## src/rtl/fps_pkg.sv

```systemverilog
package fps_pkg;

  typedef enum logic [3:0] {
    PH_IDLE, PH_SETUP, PH_RISE, PH_DLY1, PH_PULSE,
    PH_DLY2, PH_FALL, PH_VERIFY, PH_COOL, PH_DONE
  } phase_e;

  localparam logic [1:0] SUP_LOW  = 2'b00;
  localparam logic [1:0] SUP_PROG = 2'b01;
  localparam logic [1:0] SUP_VFY  = 2'b10;

  // strobes from control to datapath
  typedef struct packed {
    logic       latch;    // capture request, clear verdict
    logic       sample;   // judge the sensed bit
    logic       pulseEn;  // drive the programming pulse
    logic       chipEn;   // enable chip for read
    logic       clamp;    // hold data lines at disable level
    logic [1:0] supply;   // supply level select
  } strobe_t;

endpackage

```

## src/rtl/fps_ctrl.sv

```systemverilog
module fps_ctrl
  import fps_pkg::*;
#(
  parameter int CW           = 9,
  parameter int SETUP_TICKS  = 2,
  parameter int RISE_TICKS   = 5,
  parameter int DELAY1_TICKS = 10,
  parameter int PULSE_TICKS  = 100,
  parameter int DELAY2_TICKS = 5,
  parameter int FALL_TICKS   = 5,
  parameter int VERIFY_TICKS = 5,
  parameter int COOL_TICKS   = 0
) (
  input  logic          clk,
  input  logic          rstN,
  input  logic          start,
  input  logic          expire,
  output strobe_t       stb,
  output logic [CW-1:0] phaseLen,
  output logic          busy,
  output logic          done
);

  phase_e state, nextState;

  always_ff @(posedge clk) begin
    if (!rstN) state <= PH_IDLE;
    else       state <= nextState;
  end

  always_comb begin
    nextState = state;
    unique case (state)
      PH_IDLE:   if (start)  nextState = PH_SETUP;
      PH_SETUP:  if (expire) nextState = PH_RISE;
      PH_RISE:   if (expire) nextState = PH_DLY1;
      PH_DLY1:   if (expire) nextState = PH_PULSE;
      PH_PULSE:  if (expire) nextState = PH_DLY2;
      PH_DLY2:   if (expire) nextState = PH_FALL;
      PH_FALL:   if (expire) nextState = PH_VERIFY;
      PH_VERIFY: if (expire) nextState = PH_COOL;
      PH_COOL:   if (expire) nextState = PH_DONE;
      PH_DONE:               nextState = PH_IDLE;
      default:               nextState = PH_IDLE;
    endcase
  end

  always_comb begin
    unique case (state)
      PH_SETUP:  phaseLen = CW'(SETUP_TICKS);
      PH_RISE:   phaseLen = CW'(RISE_TICKS);
      PH_DLY1:   phaseLen = CW'(DELAY1_TICKS);
      PH_PULSE:  phaseLen = CW'(PULSE_TICKS);
      PH_DLY2:   phaseLen = CW'(DELAY2_TICKS);
      PH_FALL:   phaseLen = CW'(FALL_TICKS);
      PH_VERIFY: phaseLen = CW'(VERIFY_TICKS);
      PH_COOL:   phaseLen = CW'(COOL_TICKS);
      default:   phaseLen = '0;
    endcase
  end

  always_comb begin
    stb.latch   = (state == PH_IDLE) && start;
    stb.sample  = (state == PH_VERIFY) && expire;
    stb.pulseEn = (state == PH_PULSE);
    stb.chipEn  = (state == PH_VERIFY);
    stb.clamp   = (state inside {PH_SETUP, PH_RISE, PH_DLY1, PH_PULSE, PH_DLY2, PH_FALL});
    if (state inside {PH_RISE, PH_DLY1, PH_PULSE, PH_DLY2}) stb.supply = SUP_PROG;
    else if (state == PH_VERIFY)                            stb.supply = SUP_VFY;
    else                                                    stb.supply = SUP_LOW;
  end

  assign busy = (state != PH_IDLE);
  assign done = (state == PH_DONE);

endmodule

```

## src/rtl/fps_dpath.sv

```systemverilog
module fps_dpath
  import fps_pkg::*;
#(
  parameter int AW = 9,
  parameter int NB = 4,
  parameter int CW = 9,
  localparam int BW = (NB > 1) ? $clog2(NB) : 1
) (
  input  logic          clk,
  input  logic          rstN,
  input  logic          usTick,
  input  strobe_t       stb,
  input  logic [CW-1:0] phaseLen,
  input  logic [AW-1:0] reqAddr,
  input  logic [BW-1:0] reqBit,
  input  logic [NB-1:0] senseData,
  output logic          expire,
  output logic [AW-1:0] addrOut,
  output logic [NB-1:0] pulseOut,
  output logic [1:0]    supplySel,
  output logic          chipEnable,
  output logic          outClamp,
  output logic          passFlag,
  output logic          rejectFlag
);

  logic [CW-1:0] tickCnt;
  logic [BW-1:0] bitSel;

  // a zero-length phase falls through in one clock
  assign expire = (phaseLen == '0) || (usTick && (tickCnt == phaseLen - CW'(1)));

  always_ff @(posedge clk) begin
    if (!rstN)                    tickCnt <= '0;
    else if (stb.latch || expire) tickCnt <= '0;
    else if (usTick)              tickCnt <= tickCnt + CW'(1);
  end

  always_ff @(posedge clk) begin
    if (!rstN) begin
      addrOut <= '0;
      bitSel  <= '0;
    end else if (stb.latch) begin
      addrOut <= reqAddr;
      bitSel  <= reqBit;
    end
  end

  always_ff @(posedge clk) begin
    if (!rstN || stb.latch) begin
      passFlag   <= 1'b0;
      rejectFlag <= 1'b0;
    end else if (stb.sample) begin
      passFlag   <= ~senseData[bitSel];
      rejectFlag <= senseData[bitSel];
    end
  end

  assign pulseOut   = stb.pulseEn ? (NB'(1) << bitSel) : '0;
  assign supplySel  = stb.supply;
  assign chipEnable = stb.chipEn;
  assign outClamp   = stb.clamp;

endmodule

```

## src/rtl/fuse_prog_seq.sv

```systemverilog
module fuse_prog_seq
  import fps_pkg::*;
#(
  parameter int ADDR_W       = 9,
  parameter int NUM_BITS     = 4,
  parameter int SETUP_TICKS  = 2,
  parameter int RISE_TICKS   = 5,
  parameter int DELAY1_TICKS = 10,
  parameter int PULSE_TICKS  = 100,
  parameter int DELAY2_TICKS = 5,
  parameter int FALL_TICKS   = 5,
  parameter int VERIFY_TICKS = 5,
  parameter int DUTY_PCT     = 30,
  localparam int BW = (NUM_BITS > 1) ? $clog2(NUM_BITS) : 1
) (
  input  logic              clk,
  input  logic              rstN,
  input  logic              usTick,
  input  logic              start,
  input  logic [ADDR_W-1:0] reqAddr,
  input  logic [BW-1:0]     reqBit,
  input  logic [NUM_BITS-1:0] senseData,
  output logic [ADDR_W-1:0] addrOut,
  output logic [1:0]        supplySel,
  output logic              chipEnable,
  output logic              outClamp,
  output logic [NUM_BITS-1:0] pulseOut,
  output logic              busy,
  output logic              done,
  output logic              passFlag,
  output logic              rejectFlag
);

  localparam int ACTIVE_TICKS = SETUP_TICKS + RISE_TICKS + DELAY1_TICKS + PULSE_TICKS
                              + DELAY2_TICKS + FALL_TICKS + VERIFY_TICKS;
  localparam int MIN_SPAN     = (PULSE_TICKS * 100 + DUTY_PCT - 1) / DUTY_PCT;
  localparam int COOL_TICKS   = (MIN_SPAN > ACTIVE_TICKS) ? (MIN_SPAN - ACTIVE_TICKS) : 0;
  localparam int CW           = $clog2(ACTIVE_TICKS + COOL_TICKS + 1);

  strobe_t       stb;
  logic [CW-1:0] phaseLen;
  logic          expire;

  fps_ctrl #(
    .CW(CW), .SETUP_TICKS(SETUP_TICKS), .RISE_TICKS(RISE_TICKS),
    .DELAY1_TICKS(DELAY1_TICKS), .PULSE_TICKS(PULSE_TICKS),
    .DELAY2_TICKS(DELAY2_TICKS), .FALL_TICKS(FALL_TICKS),
    .VERIFY_TICKS(VERIFY_TICKS), .COOL_TICKS(COOL_TICKS)
  ) ctrl_i (
    .clk(clk), .rstN(rstN), .start(start), .expire(expire),
    .stb(stb), .phaseLen(phaseLen), .busy(busy), .done(done)
  );

  fps_dpath #(.AW(ADDR_W), .NB(NUM_BITS), .CW(CW)) dpath_i (
    .clk(clk), .rstN(rstN), .usTick(usTick), .stb(stb), .phaseLen(phaseLen),
    .reqAddr(reqAddr), .reqBit(reqBit), .senseData(senseData),
    .expire(expire), .addrOut(addrOut), .pulseOut(pulseOut),
    .supplySel(supplySel), .chipEnable(chipEnable), .outClamp(outClamp),
    .passFlag(passFlag), .rejectFlag(rejectFlag)
  );

endmodule

```

## config.mk

```make
export PLATFORM = sky130hd
export DESIGN_NAME = fuse_prog_seq
export DESIGN_NICKNAME = d
export VERILOG_FILES = /design/src/rtl/fps_pkg.sv /design/src/rtl/fps_ctrl.sv /design/src/rtl/fps_dpath.sv /design/src/rtl/fuse_prog_seq.sv
export SDC_FILE = /design/constraint.sdc
export NUM_CORES = 1
export LEC_CHECK = 0
export CORE_ASPECT_RATIO = 0.5
export CORE_UTILIZATION = 51
export DETAILED_ROUTE_END_ITERATION = 10
export PLACE_DENSITY = 0.79
export RECOVER_POWER = 25
export SLEW_MARGIN = 20
export SYNTH_ARGS = -nofsm -noshare
export SYNTH_HDL_FRONTEND = slang
export SYNTH_HIERARCHICAL = 1
export SYNTH_SLANG_ARGS = --single-unit
```

## constraint.sdc

```tcl
create_clock -name clk -period 3.1 [get_ports clk]
set_input_delay 0.62 -clock clk [delete_from_list [all_inputs] [get_ports clk]]
set_output_delay 0.62 -clock clk [all_outputs]
set_load 0.1 [all_outputs]
```

---- Word-level counts from Yosys, hierarchy flattened ----
Memory sizes are Yosys's and may differ from the RTL's. A register that Yosys moved wholly into a read port is not among the register bits.
Index checks and enable logic that the tools add are counted.
word-level totals
  output and inout bits ................... 21
  word-level logic and storage cells ...... 63
  ROM bits ................................ 112
  input bits .............................. 19
  memories kept ........................... 1
  bits in writable memories ............... 0
  flip-flop bits (word level) ............. 26
  latch bits .............................. 0
cells by class
  reduce and logical (&&, ||, !) cells .... 14
  multiply operators ...................... 0
  $add $sub $neg .......................... 2
  bitwise logic cells ..................... 2
  equality and inequality tests ........... 19
  shift-type cells ........................ 1
  divide/modulo/power cells ............... 0
  $lt $le $gt $ge ......................... 1
  muxes and demuxes ....................... 17
memory list
  name              depth  width  rd ports  clocked after memory_dff  write ports  RTL line        text
  (name not given)  16     7      1         1                         0            fps_ctrl.sv:49  unique case (state)
operators by type and width
  cell                                                        count
  2-to-1 mux 4 bit                                            12
  one-hot mux 4 bit (9 select lines)                          1
  equality test 4 x 3 -> 1 bit, second input constant         4
  != test 2 x 1 -> 1 bit, second input constant               7
  adder 9 x 1 -> 9 bit, second input constant                 1
  equality test 9 bit                                         1
  logical NOT 9 bit                                           1
  AND reduction 9 bit                                         1
  subtractor 9 x 1 -> 9 bit, second input constant            1
  equality test 4 x 2 -> 1 bit, second input constant         2
  equality test 4 bit, second input constant                  2
  nonzero test 4 bit                                          2
  nonzero test 6 bit                                          1
  equality test 4 x 1 -> 1 bit, second input constant         1
  logical NOT 4 bit                                           1
  2-to-1 mux 2 bit                                            2
  != test 2 bit, second input constant                        2
  left shift 1 x 2 -> 4 bit, first input constant             1
  logical AND 1 bit                                           3
  logical OR 1 bit                                            3
  less-than comparator 2 x 3 -> 1 bit, second input constant  1
  binary-select mux 1 bit (select 2 bit)                      1
  NOT 1 bit                                                   2
  OR reduction 2 bit                                          1
  other kinds (2)                                             2

---- Depth between registers and ports, before layout ----
Gate-level depths: netlist of the first run.
  word-level depth ........................ 8
  gate-level depth with buffers ........... 13
  mapped depth without buffers ............ 12

---- Hierarchy ----
The synthesis of the first run kept the hierarchy.
by module, submodules not included
  module     instances  cells each  area an instance (um^2)
  fps_dpath  1          149         1375.1
  fps_ctrl   1          67          588.1

---- Worst setup path after synthesis of the first run ----
OpenSTA, ideal clock, no wires.
  path type ............................... reg2out
  start ................................... register ctrl_i.state[0]
  end ..................................... output done
  cell stages (with the launch flop) ...... 3
  arrival time ............................ 3.532 ns
  slack ................................... -1.052 ns
  data required time ...................... 2.480 ns
  cell sequence ........................... dfxtp_1 clkbuf_1 nor4bb_1
between the ends
  word-level cells in the longest chain between the ends .. 1
ends and longest elaborated chain
  what                      RTL line             text
  start: declaration        fps_ctrl.sv:24       phase_e state, nextState;
  start signal: assignment  fps_ctrl.sv:28       else state <= nextState;
  equality test 4 bit       fps_ctrl.sv:74       assign done = (state == PH_DONE);
  end: declaration          fuse_prog_seq.sv:29  output logic done,
Every way passes these cells.

---- Worst setup path after layout of the first run ----
  start ................................... register, netlist name ctrl_i/phaseLen[0]
  end ..................................... register, netlist name ctrl_i/phaseLen[0]
between the ends
  word-level cells in the longest chain between the ends .. 8
  elaborated cells on any way between the ends .. 16
  classes of those cells .................. 1 x add/sub; 9 x eq/ne; 2 x mux; 4 x reduce/logical
ends and longest elaborated chain
  what                                                                             RTL line             text
  subtractor 9 x 1 -> 9 bit                                                        fps_dpath.sv:31      assign expire = (phaseLen == '0) || (usTick && (tickCnt == phaseLen - CW'(1)));
  equality test 9 bit                                                              fps_dpath.sv:31
  logical AND 1 bit                                                                fps_dpath.sv:31
  logical OR 1 bit *                                                               fps_dpath.sv:31
  net expire                                                                       fuse_prog_seq.sv:42  logic expire;
  != test 2 bit (no source line) / != test 2 x 1 -> 1 bit (equally long branches)  -
  AND reduction 9 bit (no source line) *                                           -
  2-to-1 mux 4 bit (no source line) * (2 in a row)                                 -
Mark *: on every way through the listed nets, which the timed path passes. The rest lies on a longest branch.
A chain may end at the register's enable or synchronous reset.

==> results of run 1 <==
## cell usage in the layout, fill, tap and decap left out, types with 2 or more instances in the layout
cell type                          n
sky130_fd_sc_hd__inv_1             7
sky130_fd_sc_hd__and3_1            2
sky130_fd_sc_hd__mux2i_1          12
sky130_fd_sc_hd__nor4_1            2
sky130_fd_sc_hd__clkbuf_1         12
sky130_fd_sc_hd__a21oi_1           9
sky130_fd_sc_hd__a2111oi_4         2
sky130_fd_sc_hd__or3b_1            2
sky130_fd_sc_hd__nand4_1           3
sky130_fd_sc_hd__clkinv_2          2
sky130_fd_sc_hd__buf_4            15
sky130_fd_sc_hd__nor3_1            7
sky130_fd_sc_hd__and4b_1           3
sky130_fd_sc_hd__clkbuf_8          5
sky130_fd_sc_hd__nand2b_1          3
sky130_fd_sc_hd__nor2b_1          16
sky130_fd_sc_hd__clkdlybuf4s50_1  18
sky130_fd_sc_hd__nand3_1           4
sky130_fd_sc_hd__nor2_1           15
sky130_fd_sc_hd__dfxtp_1          33
sky130_fd_sc_hd__inv_2             2
sky130_fd_sc_hd__ha_1              3
sky130_fd_sc_hd__nand3b_1          4
sky130_fd_sc_hd__xnor2_1          15
sky130_fd_sc_hd__xor2_1            6
sky130_fd_sc_hd__a211o_1           2
sky130_fd_sc_hd__conb_1            2
sky130_fd_sc_hd__nand2_1          19
## repair_timing
| item | in CTS | in global routing |
|---|---|---|
| resized for setup | 0 | 2 |
| endpoints found under the hold margin | 0 | 0 |
| setup endpoints to repair | 0 | 5 |
| setup buffers | 0 | 2 |
## power groups by stage
stage / sequential [mW] / clock [mW] / combinational, mW
finish: 0.462 / 0.324 / 0.285
global route: 0.465 / 0.348 / 0.302
CTS: 0.461 / 0.330 / 0.284
detailed placement: 0.471 / 0 / 0.283
global placement: 0.470 / 0 / 0.277
floorplan: 0.525 / 0 / 0.161
## final cells by class
| cell class | count | area (µm²) | area share |
|---|---|---|---|
| sequential | 33 | 661 | 0.278 |
| multi-input combinational | 159 | 1200 | 0.503 |
| inverter | 9 | 33.8 | 0.0142 |
| clock buffer | 5 | 68.8 | 0.0289 |
| tap | 51 | 63.8 | 0.0268 |
| clock inverter | 3 | 17.5 | 0.00736 |
| timing repair buffer | 45 | 338 | 0.142 |
## how the worst max path moves through the flow
stage                             startpoint                  to  slack [ns]  cells past startpoint
after detailed placement              usTick  ctrl_i/phaseLen[0]        0.02                      9
final                     ctrl_i/phaseLen[0]  ctrl_i/phaseLen[0]        0.20                     11
after global routing      ctrl_i/phaseLen[0]  ctrl_i/phaseLen[0]        0.03                     11
after CTS                 ctrl_i/phaseLen[0]  ctrl_i/phaseLen[0]        0.08                     11
after floorplan              ctrl_i/state[0]                done        0.03                      2
after global placement                usTick  ctrl_i/phaseLen[0]        0.08                      9
## cell families after synthesis
| group | count (synthesis) |
|---|---|
| mux | 15 |
| compound gates | 28 |
| fa+ha+maj | 3 |
| xor+xnor | 21 |
| flops | 33 |
| simple gates | 90 |
| other cells | 1 |
| buf+inv | 25 |
## routing by layer
layer,share of wire,up-vias,wire (µm)
met5,0,-,0
met4,0.0074,0,31
met3,0.049,7,207
met2,0.48,37,2020
met1,0.46,784,1950
li1,-,822,-
## registers in the layout, summed over array words and instances, names as in the netlist
| signal | flops |
|---|---|
| ctrl_i/phaseLen | 7 |
| dpath_i/bitSel | 2 |
| dpath_i/rejectFlag | 1 |
| dpath_i/passFlag | 1 |
| dpath_i/addrOut | 9 |
| ctrl_i/state | 4 |
| dpath_i/tickCnt | 9 |
## critical path, stage by stage (launching register included)
cell and delay [ns]:
sky130_fd_sc_hd__dfxtp_1 0.41, sky130_fd_sc_hd__inv_1 0.09, sky130_fd_sc_hd__ha_1 0.31, sky130_fd_sc_hd__xor2_1 0.16
sky130_fd_sc_hd__nand3_1 0.10, sky130_fd_sc_hd__nor4_1 0.28, sky130_fd_sc_hd__and3_4 0.24, sky130_fd_sc_hd__a21o_2 0.21
sky130_fd_sc_hd__nor2b_1 0.22, sky130_fd_sc_hd__a31oi_2 0.19, sky130_fd_sc_hd__a21oi_4 0.26, sky130_fd_sc_hd__mux2_1 0.33
==> metrics.txt, run 1 <==
# TYPE chip_impl_metric gauge
chip_impl_metric{name="post_synth_inst_count",unit=""} 216
chip_impl_metric{name="hold_depth",unit=""} 2
chip_impl_metric{name="die_x",unit="µm"} 89.7
chip_impl_metric{name="fin_crit_sh",unit=""} 0.936
chip_impl_metric{name="post-dp-hpwl",unit="mm"} 3.04
chip_impl_metric{name="synthSimpleGateAreaFrac",unit=""} 0.262
chip_impl_metric{name="clock_buffer_depth",unit=""} 2
chip_impl_metric{name="gr-usage-all-layers",unit=""} 0.217
chip_impl_metric{name="layout.cells.non_filler",unit=""} 305
chip_impl_metric{name="first_global_vias",unit=""} 1524
chip_impl_info{name="min_from",value="dpath_i/passFlag"} 1
chip_impl_metric{name="power.switching",unit="mW"} 0.373
chip_impl_metric{name="post-route-worst-setup-slack",unit="ns"} 0.199
chip_impl_metric{name="diodes",unit=""} 0
chip_impl_metric{name="gr-total-overflow",unit=""} 0
chip_impl_metric{name="post_synth_xor_area_fraction",unit=""} 0.0937
chip_impl_metric{name="relSlewSlack",unit=""} 0.215
chip_impl_info{name="library_cell_with_the_highest_instance_count_after_synthesis",value="sky130_fd_sc_hd__dfxtp_1"} 1
chip_impl_metric{name="async_flop_share",unit=""} 0
chip_impl_info{name="min_path_type",value="reg -> reg"} 1
chip_impl_info{name="clockRootBuffer",value="sky130_fd_sc_hd__clkbuf_8"} 1
chip_impl_metric{name="postCtsHoldBufs",unit=""} 0
chip_impl_metric{name="portion_of_netlist_area_occupied_by_mux_cells",unit=""} 0.0841
chip_impl_metric{name="dieArea",unit="µm²"} 4120
chip_impl_metric{name="cap_violations",unit=""} 0
chip_impl_metric{name="dpl-instance-area",unit="µm²"} 2320
chip_impl_metric{name="routed_via_density",unit=""} 5.41
chip_impl_metric{name="ys_warn_count",unit=""} 6
chip_impl_metric{name="postRouteWirelength",unit="mm"} 4.21
chip_impl_metric{name="initial_core_util",unit=""} 0.553
chip_impl_metric{name="slew_viol_final",unit=""} 0
chip_impl_metric{name="drt.antenna.violating_nets",unit=""} 0
chip_impl_metric{name="tns",unit="ns"} 0
chip_impl_metric{name="grtUsageMet1",unit=""} 0.248
chip_impl_info{name="netlist_top_cells_count",value="sky130_fd_sc_hd__dfxtp_1, sky130_fd_sc_hd__nand2_1, sky130_fd_sc_hd__nor2b_1"} 1
chip_impl_metric{name="critical_path_peak_fanout",unit=""} 8
chip_impl_metric{name="number_of_distinct_standard_cells_referenced_by_the_synthesized_netlist",unit=""} 55
chip_impl_info{name="synth_top_flop_cell",value="sky130_fd_sc_hd__dfxtp_1"} 1
chip_impl_info{name="synth_top_family_by_area",value="simple AND/OR/NAND/NOR gates"} 1
chip_impl_info{name="clock_tree_from_tritoncts",value="built"} 1
chip_impl_metric{name="gr-usage-met3",unit=""} 0.0717
chip_impl_metric{name="postLayoutCellArea",unit="µm²"} 2380
chip_impl_metric{name="io_buffer_count",unit=""} 39
chip_impl_info{name="grt.busiest_layer",value="met2"} 1
chip_impl_metric{name="reg2regPathDepth",unit=""} 11
chip_impl_metric{name="fp.dieH",unit="µm"} 45.9
chip_impl_info{name="synth_top_cells_by_area",value="sky130_fd_sc_hd__dfxtp_1, sky130_fd_sc_hd__xnor2_1, sky130_fd_sc_hd__mux2i_1, sky130_fd_sc_hd__nor2b_1, sky130_fd_sc_hd__nand2_1"} 1
chip_impl_metric{name="gr-usage-met2",unit=""} 0.397
chip_impl_metric{name="timing_worst_slew_pin_value",unit="ns"} 1.18
chip_impl_metric{name="finalPower",unit="mW"} 1.07
chip_impl_info{name="timing.setup.critical_path_class",value="reg -> reg"} 1
chip_impl_metric{name="placed_cells_incl_taps",unit=""} 295
chip_impl_metric{name="gpl.final_weighted_congestion",unit=""} 0.823
chip_impl_metric{name="grt_antenna_before_repair",unit=""} 0
chip_impl_metric{name="detailroute.via_count",unit=""} 1650
chip_impl_info{name="setup.worst_path.end_class",value="flop"} 1
chip_impl_metric{name="detailedRoute.firstPassIterationCount",unit=""} 4
chip_impl_metric{name="syn-mean-instance-area",unit="µm²"} 9.09
chip_impl_metric{name="synth-edff-count",unit=""} 0
chip_impl_metric{name="core_area",unit="µm²"} 3550
chip_impl_metric{name="worst_endpoint_required_time",unit="ns"} 3.28
chip_impl_metric{name="finalSetupViolCount",unit=""} 0
chip_impl_metric{name="p_sw_frac",unit=""} 0.348
chip_impl_info{name="yosys.area.top_type",value="sky130_fd_sc_hd__dfxtp_1"} 1
chip_impl_metric{name="worst-endpoint-arrival",unit="ns"} 3.08
chip_impl_metric{name="powerDensity",unit="nW/µm²"} 450
chip_impl_metric{name="flow.area_growth_from_synthesis",unit="%"} 21.2
chip_impl_metric{name="initialDrtViolationCount",unit=""} 42
chip_impl_metric{name="finalHoldViolCount",unit=""} 0
chip_impl_metric{name="n_fill_cell",unit=""} 281
chip_impl_metric{name="cts.sinks",unit=""} 33
chip_impl_metric{name="ir_worst_vdd",unit="mV"} 0.316
chip_impl_metric{name="final_net_count",unit=""} 275
chip_impl_metric{name="compound_gate_fraction_of_synth_area",unit=""} 0.138
chip_impl_info{name="r2r-start",value="ctrl_i/phaseLen[0]"} 1
chip_impl_metric{name="source_to_sink_clock_delay_at_the_later_pin_of_the_worst_skew_pair",unit="ns"} 0.29
chip_impl_metric{name="io-pin-count",unit=""} 40
chip_impl_metric{name="detailed_route_drc_error_count",unit=""} 0
chip_impl_metric{name="tritoncts.num_buffers",unit=""} 5
chip_impl_metric{name="clock_skew",unit="ns"} 0.00652
chip_impl_info{name="worst_hold_path.endpoint",value="dpath_i/passFlag"} 1
chip_impl_metric{name="synth_top_area_share",unit=""} 0.337
chip_impl_metric{name="regToRegSetupSlack",unit="ns"} 0.20
chip_impl_metric{name="hold_ws",unit="ns"} 0.494
chip_impl_metric{name="ys_seq_area_frac",unit=""} 0.337
chip_impl_metric{name="max_freq",unit="GHz"} 0.345
chip_impl_metric{name="route.detailed.wl_per_inst",unit="µm"} 13.8
chip_impl_metric{name="cts.htree.levels",unit=""} 2
chip_impl_metric{name="grt_first_pass_wirelength",unit="mm"} 6.81
chip_impl_info{name="cp-start-kind",value="flop"} 1
chip_impl_metric{name="pre_cts_slack",unit="ns"} 0.0201
chip_impl_metric{name="synth_adder_area_share",unit=""} 0.0191
chip_impl_metric{name="share_comb_of_total_power",unit=""} 0.266
chip_impl_metric{name="layout_cells_sized_above_1",unit=""} 0.157
chip_impl_info{name="grt_setup_unrepaired",value="false"} 1
chip_impl_info{name="capturing_point_of_the_worst_reg2reg_path",value="ctrl_i/phaseLen[0]"} 1
chip_impl_metric{name="clk_transition_reported_paths",unit="ns"} 0.07
chip_impl_metric{name="clkPwrFrac",unit=""} 0.303
chip_impl_metric{name="maximum_number_of_pins_on_one_net_before_global_route_repair",unit=""} 18
chip_impl_metric{name="core_occupancy_in_the_finished_layout",unit=""} 0.671
chip_impl_metric{name="timing.final.crit_period",unit="ns"} 2.90
chip_impl_metric{name="post_synth_instance_area",unit="µm²"} 1960
chip_impl_metric{name="synth_seq_cells",unit=""} 33
chip_impl_metric{name="floorplan.rows",unit=""} 15
chip_impl_metric{name="cellInternalPower",unit="mW"} 0.698
chip_impl_metric{name="static-leakage-power",unit="nW"} 0.935
chip_impl_metric{name="power.sequential.fraction",unit=""} 0.431
chip_impl_info{name="status",value="finished, final reports clean"} 1
Power figures use the tool's default switching activity.
==> run 2, diff against run 1 <==
Settings changed: GPL_ROUTABILITY_DRIVEN set to 0, SKIP_CTS_REPAIR_TIMING set to 1.
==> results of run 2 <==
Same layout as run 1: the final DEF is identical, and so are final timing and power.
==> run 3, diff against run 2 <==
Settings changed: CORE_UTILIZATION 51 to 35, PLACE_DENSITY 0.79 to unset.
==> run 3 against run 2 <==
Sequential power hardly changed; cell area is 2.9% higher; critical path type unchanged; critical path depth fell by 2; via count shrank 3.0%; critical endpoint unchanged; non-clock buffer count increased by 3.
==> metrics.txt, run 3 (synthesis results as in run 1) <==
# TYPE chip_impl_metric gauge
chip_impl_metric{name="maximum_number_of_pins_on_one_net_before_global_route_repair",unit=""} 17
chip_impl_metric{name="floorplan.rows",unit=""} 18
chip_impl_metric{name="tns",unit="ns"} 0
chip_impl_metric{name="detailroute.via_count",unit=""} 1600
chip_impl_metric{name="powerDensity",unit="nW/µm²"} 435
chip_impl_metric{name="critical_path.max_stage_delay",unit="ns"} 0.41
chip_impl_metric{name="clk_transition_reported_paths",unit="ns"} 0.07
chip_impl_metric{name="n_fill_cell",unit=""} 510
chip_impl_metric{name="gr-total-overflow",unit=""} 0
chip_impl_metric{name="fp.dieH",unit="µm"} 55.0
chip_impl_metric{name="clock_skew",unit="ns"} 0.00746
chip_impl_metric{name="die_x",unit="µm"} 108
chip_impl_metric{name="initial_core_util",unit=""} 0.381
chip_impl_info{name="clockRootBuffer",value="sky130_fd_sc_hd__clkbuf_8"} 1
chip_impl_metric{name="fin_crit_sh",unit=""} 0.925
chip_impl_metric{name="slew_viol_final",unit=""} 0
chip_impl_metric{name="drt.antenna.violating_nets",unit=""} 0
chip_impl_metric{name="initialDrtViolationCount",unit=""} 96
chip_impl_metric{name="layout.cells.non_filler",unit=""} 327
chip_impl_metric{name="post-route-worst-setup-slack",unit="ns"} 0.231
chip_impl_metric{name="max_freq",unit="GHz"} 0.349
chip_impl_info{name="cp-start-kind",value="flop"} 1
chip_impl_metric{name="detailedRoute.firstPassIterationCount",unit=""} 6
chip_impl_metric{name="timing_worst_slew_pin_value",unit="ns"} 1.19
chip_impl_metric{name="diodes",unit=""} 0
chip_impl_metric{name="gr-usage-all-layers",unit=""} 0.148
chip_impl_info{name="status",value="finished, final reports clean"} 1
chip_impl_metric{name="core_area",unit="µm²"} 5160
chip_impl_info{name="timing.setup.critical_path_class",value="reg -> reg"} 1
chip_impl_metric{name="ir_worst_vdd",unit="mV"} 0.204
chip_impl_metric{name="finalHoldViolCount",unit=""} 0
chip_impl_metric{name="timing.final.crit_period",unit="ns"} 2.87
chip_impl_metric{name="routed_via_density",unit=""} 4.89
chip_impl_metric{name="cts.sinks",unit=""} 33
chip_impl_metric{name="relSlewSlack",unit=""} 0.209
chip_impl_info{name="crit_family",value="compound AO/OA/AOI/OAI gates"} 1
chip_impl_metric{name="postRouteWirelength",unit="mm"} 4.12
chip_impl_metric{name="grt_first_pass_wirelength",unit="mm"} 6.57
chip_impl_metric{name="placed_cells_incl_taps",unit=""} 317
chip_impl_metric{name="io-pin-count",unit=""} 40
chip_impl_metric{name="tritoncts.num_buffers",unit=""} 5
chip_impl_metric{name="source_to_sink_clock_delay_at_the_later_pin_of_the_worst_skew_pair",unit="ns"} 0.28
chip_impl_metric{name="finalSetupViolCount",unit=""} 0
chip_impl_info{name="setup.worst_path.end_class",value="flop"} 1
chip_impl_metric{name="final_net_count",unit=""} 278
chip_impl_metric{name="pre_cts_slack",unit="ns"} 0.0468
chip_impl_metric{name="first_global_vias",unit=""} 1451
chip_impl_info{name="min_path_type",value="reg -> reg"} 1
chip_impl_metric{name="worst-path-stages",unit=""} 9
chip_impl_info{name="critPathSlowestCell",value="sky130_fd_sc_hd__a211o_1"} 1
chip_impl_metric{name="io_buffer_count",unit=""} 39
chip_impl_metric{name="layout_cells_sized_above_1",unit=""} 0.175
chip_impl_metric{name="worst_endpoint_required_time",unit="ns"} 3.26
chip_impl_metric{name="worst-endpoint-arrival",unit="ns"} 3.03
chip_impl_info{name="crit_path_cell_trace",value="nor4_4 > nand2_1 > o311a_1 > o31ai_4 > a21o_4 > o21ai_0 > a211o_1 > a21oi_4 > mux2_1"} 1
chip_impl_metric{name="static-leakage-power",unit="nW"} 0.956
chip_impl_metric{name="hold_depth",unit=""} 2
chip_impl_info{name="final_common_cell",value="sky130_fd_sc_hd__dfxtp_1"} 1
chip_impl_metric{name="flow.area_growth_from_synthesis",unit="%"} 24.7
chip_impl_info{name="grt_setup_unrepaired",value="false"} 1
chip_impl_metric{name="cts.htree.levels",unit=""} 2
chip_impl_metric{name="grt_antenna_before_repair",unit=""} 0
chip_impl_info{name="final_cell_mix",value="sky130_fd_sc_hd__dfxtp_1, sky130_fd_sc_hd__nand2_1, sky130_fd_sc_hd__buf_4, sky130_fd_sc_hd__clkdlybuf4s50_1, sky130_fd_sc_hd__nor2b_1"} 1
chip_impl_metric{name="crit_buf_inv",unit=""} 0
chip_impl_metric{name="detailed_route_drc_error_count",unit=""} 0
chip_impl_metric{name="critical_path_peak_fanout",unit=""} 10
chip_impl_metric{name="reg2regPathDepth",unit=""} 9
chip_impl_metric{name="post-dp-hpwl",unit="mm"} 3.03
chip_impl_info{name="clock_tree_from_tritoncts",value="built"} 1
chip_impl_metric{name="cap_violations",unit=""} 0
chip_impl_metric{name="dieArea",unit="µm²"} 5930
chip_impl_metric{name="clock_buffer_depth",unit=""} 2
chip_impl_metric{name="route.detailed.wl_per_inst",unit="µm"} 12.6
[run 3: cell types whose count changed in the layout (fill, tap and decap cells not counted)]
cell | previous run | this run
sky130_fd_sc_hd__buf_4 | 15 | 18
sky130_fd_sc_hd__a21o_2 | 1 | 0
sky130_fd_sc_hd__a21o_4 | 0 | 1
sky130_fd_sc_hd__dfxtp_1 | 33 | 32
sky130_fd_sc_hd__dfxtp_2 | 0 | 1
sky130_fd_sc_hd__nor4_1 | 2 | 1
sky130_fd_sc_hd__nor4_4 | 0 | 1
[run 3: layout make-up]
| cell class | count | area, µm² | area share |
|---|---|---|---|
| multi-input combinational | 159 | 1220 | 0.498 |
| sequential | 33 | 662 | 0.270 |
| timing repair buffer | 48 | 360 | 0.147 |
| tap | 70 | 87.6 | 0.0358 |
| clock buffer | 5 | 68.8 | 0.0281 |
| inverter | 9 | 33.8 | 0.0138 |
| clock inverter | 3 | 17.5 | 0.00715 |
[run 3: final timing paths]
check,startpoint,endpoint,slack (ns)
min reg2reg,dpath_i/passFlag,dpath_i/passFlag,0.48
max,ctrl_i/phaseLen[3],ctrl_i/phaseLen[0],0.23
min,dpath_i/passFlag,dpath_i/passFlag,0.48
max reg2reg,ctrl_i/phaseLen[3],ctrl_i/phaseLen[0],0.23
[run 3: power breakdown]
group / leakage (nW) / internal (mW) / switching, mW
registers: 0.269 / 0.441 / 0.0212
logic: 0.643 / 0.106 / 0.183
clock network: 0.0439 / 0.155 / 0.159
total: 0.956 / 0.702 / 0.363
[run 3: tightest hold or removal path, stage by stage (launching register included)]
cell	delay [ns]
sky130_fd_sc_hd__dfxtp_1	0.31
sky130_fd_sc_hd__nor2_1	0.08
sky130_fd_sc_hd__nor3_1	0.05
[run 3: per-layer routing]
metal	vias to the layer above	wire length, µm	GRT usage
li1	820	-	-
met1	732	1980	0.182
met2	41	1890	0.249
met3	7	200	0.0480
met4	0	51	0.0548
met5	-	0	0
[run 3: through the flow]
stage	total power [mW]	util	cell area, µm²	hold slack (ns)
after CTS	1.07	0.475	2450	0.486
after detailed placement	0.756	0.458	2360	0.472
after floorplan	0.686	-	1980	0.555
after global routing	1.12	0.475	2450	0.498
after global placement	0.752	0.458	2360	0.470
final	1.06	0.475	2450	0.484
